$ cat src/rtl/i2c_pm_pkg.sv
package i2c_pm_pkg;
  localparam int REG_AW = 5;

  localparam logic [REG_AW-1:0] OFS_DATA = 5'h04;
  localparam logic [REG_AW-1:0] OFS_CTRL = 5'h08;
  localparam logic [REG_AW-1:0] OFS_STAT = 5'h0C;
  localparam logic [REG_AW-1:0] OFS_SRST = 5'h1C;

  localparam int CB_ACK   = 2;
  localparam int CB_FLAG  = 3;
  localparam int CB_STOP  = 4;
  localparam int CB_START = 5;
  localparam int CB_EN    = 6;
  localparam int CB_IEN   = 7;

  localparam logic [7:0] SC_START   = 8'h08;
  localparam logic [7:0] SC_RSTART  = 8'h10;
  localparam logic [7:0] SC_AW_ACK  = 8'h18;
  localparam logic [7:0] SC_AW_NACK = 8'h20;
  localparam logic [7:0] SC_DW_ACK  = 8'h28;
  localparam logic [7:0] SC_DW_NACK = 8'h30;
  localparam logic [7:0] SC_AR_ACK  = 8'h40;
  localparam logic [7:0] SC_AR_NACK = 8'h48;
  localparam logic [7:0] SC_DR_ACK  = 8'h50;
  localparam logic [7:0] SC_DR_NACK = 8'h58;
  localparam logic [7:0] SC_IDLE    = 8'hF8;

  typedef enum logic [3:0] {
    PH_IDLE, PH_START, PH_HOLD, PH_BIT_LO, PH_BIT_HI,
    PH_RS_LO, PH_RS_HI, PH_STOP_LO, PH_STOP_HI, PH_STOP_FREE
  } phase_e;
endpackage

$ cat src/rtl/i2c_pm_baud.sv
module i2c_pm_baud #(
  parameter int M_W   = 4,
  parameter int N_W   = 3,
  parameter int DIV_W = 16
) (
  input  logic           clk,
  input  logic           rst_n,
  input  logic           run,
  input  logic [M_W-1:0] m_val,
  input  logic [N_W-1:0] n_val,
  output logic           tick
);
  logic [DIV_W-1:0] cnt_q, cnt_n, base, limit;

  always_comb begin
    base  = (DIV_W'(m_val) + DIV_W'(1)) * DIV_W'(5);
    limit = base << (32'(n_val) + 1);
    tick  = run && (cnt_q == limit - DIV_W'(1));
    cnt_n = (!run || tick) ? '0 : cnt_q + DIV_W'(1);
  end

  always_ff @(posedge clk or negedge rst_n) begin
    if (!rst_n) cnt_q <= '0;
    else        cnt_q <= cnt_n;
  end

  // a half period is at least 10 clocks, so ticks never come back to back
  a_r10_tick_gap: assert property (@(posedge clk) disable iff (!rst_n)
    tick |=> !tick);
endmodule

$ cat src/rtl/i2c_pm_engine.sv
module i2c_pm_engine
  import i2c_pm_pkg::*;
(
  input  logic       clk,
  input  logic       rst_n,
  input  logic       sreset,
  input  logic       tick,
  input  logic       flag,
  input  logic       start_req,
  input  logic       stop_req,
  input  logic       ack_en,
  input  logic [7:0] tx_byte,
  input  logic       sda_in,
  output logic       run,
  output logic       done,
  output logic [7:0] done_code,
  output logic       rx_load,
  output logic [7:0] rx_byte,
  output logic       start_taken,
  output logic       stop_taken,
  output logic       scl_oe,
  output logic       sda_oe
);
  phase_e     ph_q, ph_n;
  logic [3:0] bit_q, bit_n;
  logic [7:0] sh_q, sh_n;
  logic       rw_q, rw_n, addr_q, addr_n, rep_q, rep_n, rx_q, rx_n;
  logic       sda_low_q, sda_low_n, scl_low_n;

  assign run     = (ph_q != PH_IDLE) && (ph_q != PH_HOLD);
  assign rx_byte = sh_q;

  always_comb begin
    ph_n = ph_q; bit_n = bit_q; sh_n = sh_q; rw_n = rw_q; addr_n = addr_q;
    rep_n = rep_q; rx_n = rx_q; sda_low_n = sda_low_q;
    done = 1'b0; done_code = SC_IDLE; rx_load = 1'b0;
    start_taken = 1'b0; stop_taken = 1'b0;
    unique case (ph_q)
      PH_IDLE: begin
        sda_low_n = 1'b0;
        if (start_req) begin ph_n = PH_START; rep_n = 1'b0; sda_low_n = 1'b1; end
      end
      PH_START: if (tick) begin
        ph_n = PH_HOLD; done = 1'b1; start_taken = 1'b1; addr_n = 1'b1;
        done_code = rep_q ? SC_RSTART : SC_START;
      end
      PH_HOLD: if (!flag) begin
        if (stop_req) begin
          ph_n = PH_STOP_LO; sda_low_n = 1'b1;
        end else if (start_req) begin
          ph_n = PH_RS_LO; sda_low_n = 1'b0;
        end else begin
          ph_n = PH_BIT_LO; bit_n = '0;
          if (addr_q || !rw_q) begin
            sh_n = tx_byte; rx_n = 1'b0; sda_low_n = ~tx_byte[7];
            if (addr_q) rw_n = tx_byte[0];
          end else begin
            rx_n = 1'b1; sda_low_n = 1'b0;
          end
        end
      end
      PH_BIT_LO: if (tick) ph_n = PH_BIT_HI;
      PH_BIT_HI: if (tick) begin
        if (bit_q != 4'd8) begin
          sh_n  = {sh_q[6:0], sda_in};
          bit_n = bit_q + 4'd1;
          ph_n  = PH_BIT_LO;
          if (bit_q == 4'd7) sda_low_n = rx_q ? ack_en : 1'b0;
          else               sda_low_n = rx_q ? 1'b0 : ~sh_q[6];
        end else begin
          ph_n = PH_HOLD; done = 1'b1; addr_n = 1'b0;
          if (rx_q) begin
            rx_load = 1'b1;
            done_code = sda_low_q ? SC_DR_ACK : SC_DR_NACK;
          end else if (addr_q) begin
            if (rw_q) done_code = sda_in ? SC_AR_NACK : SC_AR_ACK;
            else      done_code = sda_in ? SC_AW_NACK : SC_AW_ACK;
          end else begin
            done_code = sda_in ? SC_DW_NACK : SC_DW_ACK;
          end
        end
      end
      PH_RS_LO: if (tick) ph_n = PH_RS_HI;
      PH_RS_HI: if (tick) begin ph_n = PH_START; rep_n = 1'b1; sda_low_n = 1'b1; end
      PH_STOP_LO: if (tick) ph_n = PH_STOP_HI;
      PH_STOP_HI: if (tick) begin ph_n = PH_STOP_FREE; sda_low_n = 1'b0; end
      PH_STOP_FREE: if (tick) begin ph_n = PH_IDLE; stop_taken = 1'b1; end
      default: ph_n = PH_IDLE;
    endcase
    if (sreset) begin ph_n = PH_IDLE; sda_low_n = 1'b0; end
    scl_low_n = (ph_n == PH_HOLD) || (ph_n == PH_BIT_LO) ||
                (ph_n == PH_RS_LO) || (ph_n == PH_STOP_LO);
  end

  always_ff @(posedge clk or negedge rst_n) begin
    if (!rst_n) begin
      ph_q <= PH_IDLE; bit_q <= '0; sh_q <= '0; rw_q <= 1'b0; addr_q <= 1'b0;
      rep_q <= 1'b0; rx_q <= 1'b0; sda_low_q <= 1'b0; scl_oe <= 1'b0; sda_oe <= 1'b0;
    end else begin
      ph_q <= ph_n; bit_q <= bit_n; sh_q <= sh_n; rw_q <= rw_n; addr_q <= addr_n;
      rep_q <= rep_n; rx_q <= rx_n; sda_low_q <= sda_low_n;
      scl_oe <= scl_low_n;
      sda_oe <= sda_low_q;   // SDA trails SCL by one clock of hold time
    end
  end

  // data line is steady for the whole SCL-high half of a data bit
  a_r10_sda_steady: assert property (@(posedge clk) disable iff (!rst_n || sreset)
    (ph_q == PH_BIT_HI && $past(ph_q) == PH_BIT_HI) |-> $stable(sda_oe));
  // SCL is released throughout the high half of a bit
  a_r10_scl_high: assert property (@(posedge clk) disable iff (!rst_n)
    (ph_q == PH_BIT_HI) |-> !scl_oe);
endmodule

$ cat src/rtl/i2c_phase_master.sv
module i2c_phase_master
  import i2c_pm_pkg::*;
#(
  parameter int DIV_W = 16
) (
  input  logic              clk,
  input  logic              rst_n,
  input  logic [REG_AW-1:0] cpu_addr,
  input  logic              cpu_wr,
  input  logic [7:0]        cpu_wdata,
  output logic [7:0]        cpu_rdata,
  output logic              irq,
  input  logic              sda_in,
  output logic              scl_oe,
  output logic              sda_oe
);
  localparam int M_W = 4;
  localparam int N_W = 3;
  localparam int BAUD_W = M_W + N_W;
  localparam logic [BAUD_W-1:0] BAUD_RST = 7'h24;

  logic ack_q, stop_q, start_q, en_q, ien_q, flag_q;
  logic ack_n, stop_n, start_n, en_n, ien_n, flag_n;
  logic [7:0] data_q, data_n, code_q, code_n;
  logic [BAUD_W-1:0] baud_q, baud_n;
  logic [1:0] sda_sync_q;
  logic wr_ctrl, wr_data, wr_baud, wr_srst;
  logic tick, run, done, rx_load, start_taken, stop_taken;
  logic [7:0] done_code, rx_byte, ctrl_rd, stat_rd;
  wire unused_wbits = ^cpu_wdata[1:0];

  assign wr_ctrl = cpu_wr && (cpu_addr == OFS_CTRL);
  assign wr_data = cpu_wr && (cpu_addr == OFS_DATA);
  assign wr_baud = cpu_wr && (cpu_addr == OFS_STAT);
  assign wr_srst = cpu_wr && (cpu_addr == OFS_SRST);

  i2c_pm_baud #(.M_W(M_W), .N_W(N_W), .DIV_W(DIV_W)) u_baud (
    .clk(clk), .rst_n(rst_n), .run(run),
    .m_val(baud_q[BAUD_W-1:N_W]), .n_val(baud_q[N_W-1:0]), .tick(tick));

  i2c_pm_engine u_eng (
    .clk(clk), .rst_n(rst_n), .sreset(wr_srst), .tick(tick), .flag(flag_q),
    .start_req(start_q && en_q), .stop_req(stop_q), .ack_en(ack_q),
    .tx_byte(data_q), .sda_in(sda_sync_q[1]), .run(run), .done(done),
    .done_code(done_code), .rx_load(rx_load), .rx_byte(rx_byte),
    .start_taken(start_taken), .stop_taken(stop_taken),
    .scl_oe(scl_oe), .sda_oe(sda_oe));

  always_comb begin
    ack_n   = wr_ctrl ? cpu_wdata[CB_ACK] : ack_q;
    en_n    = wr_ctrl ? cpu_wdata[CB_EN]  : en_q;
    ien_n   = wr_ctrl ? cpu_wdata[CB_IEN] : ien_q;
    start_n = wr_ctrl ? cpu_wdata[CB_START] : (start_q && !start_taken);
    stop_n  = wr_ctrl ? cpu_wdata[CB_STOP]  : (stop_q && !stop_taken);
    flag_n  = done || (flag_q && !(wr_ctrl && !cpu_wdata[CB_FLAG]));
    code_n  = done ? done_code : code_q;
    data_n  = rx_load ? rx_byte : (wr_data ? cpu_wdata : data_q);
    baud_n  = wr_baud ? cpu_wdata[BAUD_W-1:0] : baud_q;
    if (wr_srst) begin
      {ack_n, en_n, ien_n, start_n, stop_n, flag_n} = '0;
    end
  end

  always_ff @(posedge clk or negedge rst_n) begin
    if (!rst_n) begin
      {ack_q, en_q, ien_q, start_q, stop_q, flag_q} <= '0;
      code_q <= SC_IDLE; data_q <= '0; baud_q <= BAUD_RST; sda_sync_q <= 2'b11;
    end else begin
      ack_q <= ack_n; en_q <= en_n; ien_q <= ien_n;
      start_q <= start_n; stop_q <= stop_n; flag_q <= flag_n;
      code_q <= code_n; data_q <= data_n; baud_q <= baud_n;
      sda_sync_q <= {sda_sync_q[0], sda_in};
    end
  end

  assign ctrl_rd = {ien_q, en_q, start_q, stop_q, flag_q, ack_q, 2'b00};
  assign stat_rd = flag_q ? code_q : SC_IDLE;
  assign irq     = flag_q && ien_q;

  always_comb begin
    unique case (cpu_addr)
      OFS_DATA: cpu_rdata = data_q;
      OFS_CTRL: cpu_rdata = ctrl_rd;
      OFS_STAT: cpu_rdata = stat_rd;
      default:  cpu_rdata = 8'h00;
    endcase
  end

  // a held flag keeps SCL pulled low
  a_r4_flag_freezes_scl: assert property (@(posedge clk) disable iff (!rst_n)
    (flag_q && $past(flag_q)) |-> scl_oe);
  // the reported code cannot move while the flag stays set
  a_r4_code_stable: assert property (@(posedge clk) disable iff (!rst_n)
    (flag_q && $past(flag_q)) |-> $stable(stat_rd));
  // the flag only rises when the engine finishes a phase (never for a stop)
  a_r9_flag_source: assert property (@(posedge clk) disable iff (!rst_n)
    $rose(flag_q) |-> $past(done));
  // soft reset idles the block on the next cycle
  a_r11_soft_reset: assert property (@(posedge clk) disable iff (!rst_n)
    wr_srst |=> (ctrl_rd == 8'h00) && !scl_oe);
endmodule

$ cat config.mk
export PLATFORM = sky130hd
export DESIGN_NAME = i2c_phase_master
export DESIGN_NICKNAME = d
export VERILOG_FILES = /design/src/rtl/i2c_pm_pkg.sv /design/src/rtl/i2c_pm_baud.sv /design/src/rtl/i2c_pm_engine.sv /design/src/rtl/i2c_phase_master.sv
export SDC_FILE = /design/constraint.sdc
export NUM_CORES = 1
export LEC_CHECK = 0
export BUFFER_PORTS_ARGS = -buffer_cell sky130_fd_sc_hd__buf_2
export CORE_MARGIN = 2
export CORE_UTILIZATION = 47
export CTS_BUF_LIST = sky130_fd_sc_hd__clkbuf_8
export CTS_CLUSTER_SIZE = 20
export DETAILED_ROUTE_END_ITERATION = 6
export PLACE_DENSITY_LB_ADDON = 0.25
export SLEW_MARGIN = 20
export SYNTH_ARGS = -nofsm -noshare
export SYNTH_HDL_FRONTEND = slang
export SYNTH_HIERARCHICAL = 1
export SYNTH_SLANG_ARGS = --single-unit
$ cat constraint.sdc
create_clock -name clk -period 12.1 [get_ports clk]
set_clock_uncertainty 0.1 [all_clocks]
set_input_delay 0.605 -clock clk [delete_from_list [all_inputs] [get_ports clk]]
set_output_delay 0.605 -clock clk [all_outputs]
set_load 0.03 [all_outputs]
==> results.json <==
{
  "postCtsSetupBuffers": 0,
  "cts_tree": "done",
  "cp-start-kind": "flop",
  "yosysWarnings": 6,
  "synth_cell_types": 89,
  "busiest_layer": "met2",
  "clockBufferDepth": 2,
  "cp_max_fo": 19,
  "grtUsageMet1": 0.312,
  "via_per_inst": 6.25,
  "synth_ff_type": "dfrtp_1",
  "wl_mm": 13.8,
  "status": "finished clean",
  "drv_cap": 0,
  "min_path_cells": 0,
  "drive_gt1_frac": 0.165,
  "cts_hold_buffers": 0,
  "row_count": 39,
  "grt_usage": 0.224,
  "rsz0062_at_grt": "no",
  "fp.coreArea_sq_um": 11500,
  "synth_edf_count": 0,
  "cp.arrival_ns": 7.23,
  "reg2reg_to": "u_eng/rx_byte[3]",
  "crit_path_end_kind": "flop",
  "num_vias": 4871,
  "ioPinCount": 28,
  "post-route-util": 0.515,
  "syn-cell-area_sq_um": 5550,
  "fin_tns_setup_ns": 0,
  "crit_buf_inv": 1,
  "p_leak_nw": 2.49,
  "start_util": 0.484,
  "grt.met3_usage": 0.0378,
  "dp_hpwl_mm": 10.3,
  "synthToLayoutAreaGrowth_pct": 6.38,
  "drt_first_pass_iters": 5,
  "setup_ws_ns": 4.99,
  "path_clk_slew_ns": 0.08,
  "clock.fmax_ghz": 0.141,
  "pre_cts_ws_ns": 5.15,
  "ant_nets": 0,
  "hold_end": "sda_sync_q[1]",
  "cp_top_family": "simple AND/OR/NAND/NOR gates",
  "htree_levels": 3,
  "ys_top_cells_by_area": "dfrtp_1 (28%), mux2_2 (5.7%), dfstp_2 (4.3%), nand2_1 (4.1%), ha_1 (2.9%)",
  "final-max-slew-violation-count": 0,
  "fp.dieH_um": 113,
  "final_cell_mix": "dfrtp_1 (61), nand2_1 (60), nor2_1 (40)",
  "grt_pass1_wl_mm": 23.3,
  "cts_resized": 0,
  "insertion_delay_ns": 0.34,
  "crit_path_top_delay_cell": "nor4_1",
  "worstPathRequired_ns": 12.22,
  "max_stage_delay_ns": 0.73,
  "post-route-period-util": 0.587,
  "grt_util_met2": 0.361,
  "finalCriticalPeriod_ns": 7.11,
  "wl_per_cell_um": 17.7,
  "die_x_um": 113,
  "grt_max_degree": 71,
  "slew_headroom": 0.384,
  "tightest_slew_ns": 0.910,
  "power_density_nw_per_um2": 197,
  "ys_seq_area_frac": 0.318,
  "antenna_found_initial": 0,
  "postSynthCellCount": 630,
  "finalSetupViolCount": 0,
  "holdCritPathClass": "flop to flop",
  "r2r_slack_ns": 4.99,
  "criticalPathCategory": "flop to flop",
  "avgSynthCellArea_sq_um": 8.81,
  "hp-start": "sda_sync_q[0]",
  "antenna_cells": 0,
  "drc_errors": 0,
  "r2r-start": "baud_q[3]",
  "drt_iter0_drc": 367,
  "yosysTopAreaCell": "dfrtp_1",
  "peakVddDrop_mv": 0.0670,
  "dieArea_sq_um": 12700,
  "clock-sinks": 70,
  "power.total_mw": 1.17,
  "synth-seq-cells": 70,
  "mostFrequentLayoutCell": "dfrtp_1",
  "r2r_cells": 18,
  "nNetsFinal": 662,
  "cts_buffers": 9,
  "grt_overflow": 0,
  "numPortBuffers": 27,
  "gp_congestion": 0.911,
  "synth_top_area_share": 0.275,
  "path_cells": "ha_1 > xnor2_1 > inv_2 > ha_1 > fa_1 > xnor2_1 > a22oi_1 > a32o_1 > nor4_1 > a21oi_1 > a311oi_1 > nand2_1 > nor4b_1 > and4b_1 > or3b_2 > nand2_1 > a2111oi_4 > mux2_2",
  "hold_violations": 0,
  "grt_pass1_vias": 4661,
  "synthArstFlopShare": 1.00,
  "cts-root-buf": "clkbuf_8"
}
## worst reg2reg max path, stage by stage, from the launching register on
cell and delay [ns]:
dfrtp_1 0.53, ha_1 0.33, xnor2_1 0.44, inv_2 0.15
ha_1 0.37, fa_1 0.46, xnor2_1 0.31, a22oi_1 0.20
a32o_1 0.36, nor4_1 0.73, a21oi_1 0.15, a311oi_1 0.31
nand2_1 0.09, nor4b_1 0.34, and4b_1 0.70, or3b_2 0.26
nand2_1 0.16, a2111oi_4 0.60, mux2_2 0.41
## cell families (layout without fill, tap and decap cells)
kind of cell	count (synthesis)	after routing	synth area share
and+or+nand+nor	245	245	0.247
AOI/OAI and AO/OA	172	172	0.223
DFF	70	70	0.318
buffers and inverters	59	63	0.0487
xor gates and xnor gates	36	36	0.0643
muxes	33	33	0.0659
adders and majority gates	14	14	0.0329
other	1	3	0.000676
## routing by layer
| layer | vias to the layer above | wire [um] |
|---|---|---|
| met1 | 2343 | 6370 |
| met2 | 186 | 6440 |
| met5 | - | 0 |
| li1 | 2328 | - |
| met3 | 14 | 867 |
| met4 | 0 | 144 |
## worst max-delay path by stage
stage,end,cells after the start,start
6_report,u_eng/rx_byte[3],18,baud_q[3]
5_1_grt,u_eng/rx_byte[3],18,baud_q[3]
4_1_cts,u_eng/rx_byte[3],18,baud_q[3]
3_5_place_dp,u_eng/rx_byte[7],18,baud_q[3]
3_3_place_gp,u_eng/rx_byte[1],18,baud_q[3]
2_1_floorplan,u_eng/rx_byte[0],19,baud_q[3]
## sequential cells by signal, indices dropped and copies added (netlist names), 2 cells and up
name and count:
code_q 8, data_q 8, u_eng/bit_q 4, u_baud/cnt_q 16, baud_q 7, sda_sync_q 2, u_eng/rx_byte 8, u_eng/ph_q 4
## power breakdown
part	internal (mW)	switching (mW)	leakage (nW)	total, mW
combinational	0.259	0.355	1.50	0.614
sequential	0.284	0.0791	0.890	0.363
clock	0.0958	0.0924	0.0960	0.188
## stage by stage
| step | area (sq um) | hold slack [ns] | instances |
|---|---|---|---|
| 2_1_floorplan | 5560 | 0.209 | 632 |
| 3_3_place_gp | 5690 | 0.247 | 763 |
| 3_5_place_dp | 5690 | 0.249 | 763 |
| 4_1_cts | 5880 | 0.240 | 779 |
| 5_1_grt | 5900 | 0.241 | 779 |
| 6_report | 5900 | 0.259 | 779 |
## synthesized netlist by cell type (4+ instances only)
library cell	instances
a22o_1	4
a21o_1	5
nor2_1	40
nor4_1	5
o21a_1	4
or3_1	6
nand3_1	29
inv_1	16
nor4b_2	4
a21oi_1	32
a31oi_1	18
nor4b_1	5
o31ai_1	5
o221ai_1	5
nand2b_1	14
ha_1	13
a311oi_1	4
clkbuf_1	21
buf_4	5
nor2b_1	16
xor2_1	16
o211ai_1	6
mux2i_1	5
buf_2	12
dfstp_2	9
nand3b_1	8
and2_1	9
nand2_1	60
dfrtp_1	61
mux2_2	28
nor3_1	9
and3_1	12
o21ai_0	32
xnor2_1	17
a2bb2oi_1	7
## layout make-up
cell class                      count  area (sq um)
Clock buffer                        9           124
Fill cell                        1078          5570
Sequential cell                    70          1760
Tap cell                          143           179
Timing Repair Buffer               29           150
Clock inverter                      7          72.6
Multi-Input combinational cell    503          3550
Inverter                           18          67.6
No activity file was read; power rests on OpenSTA's default activity.
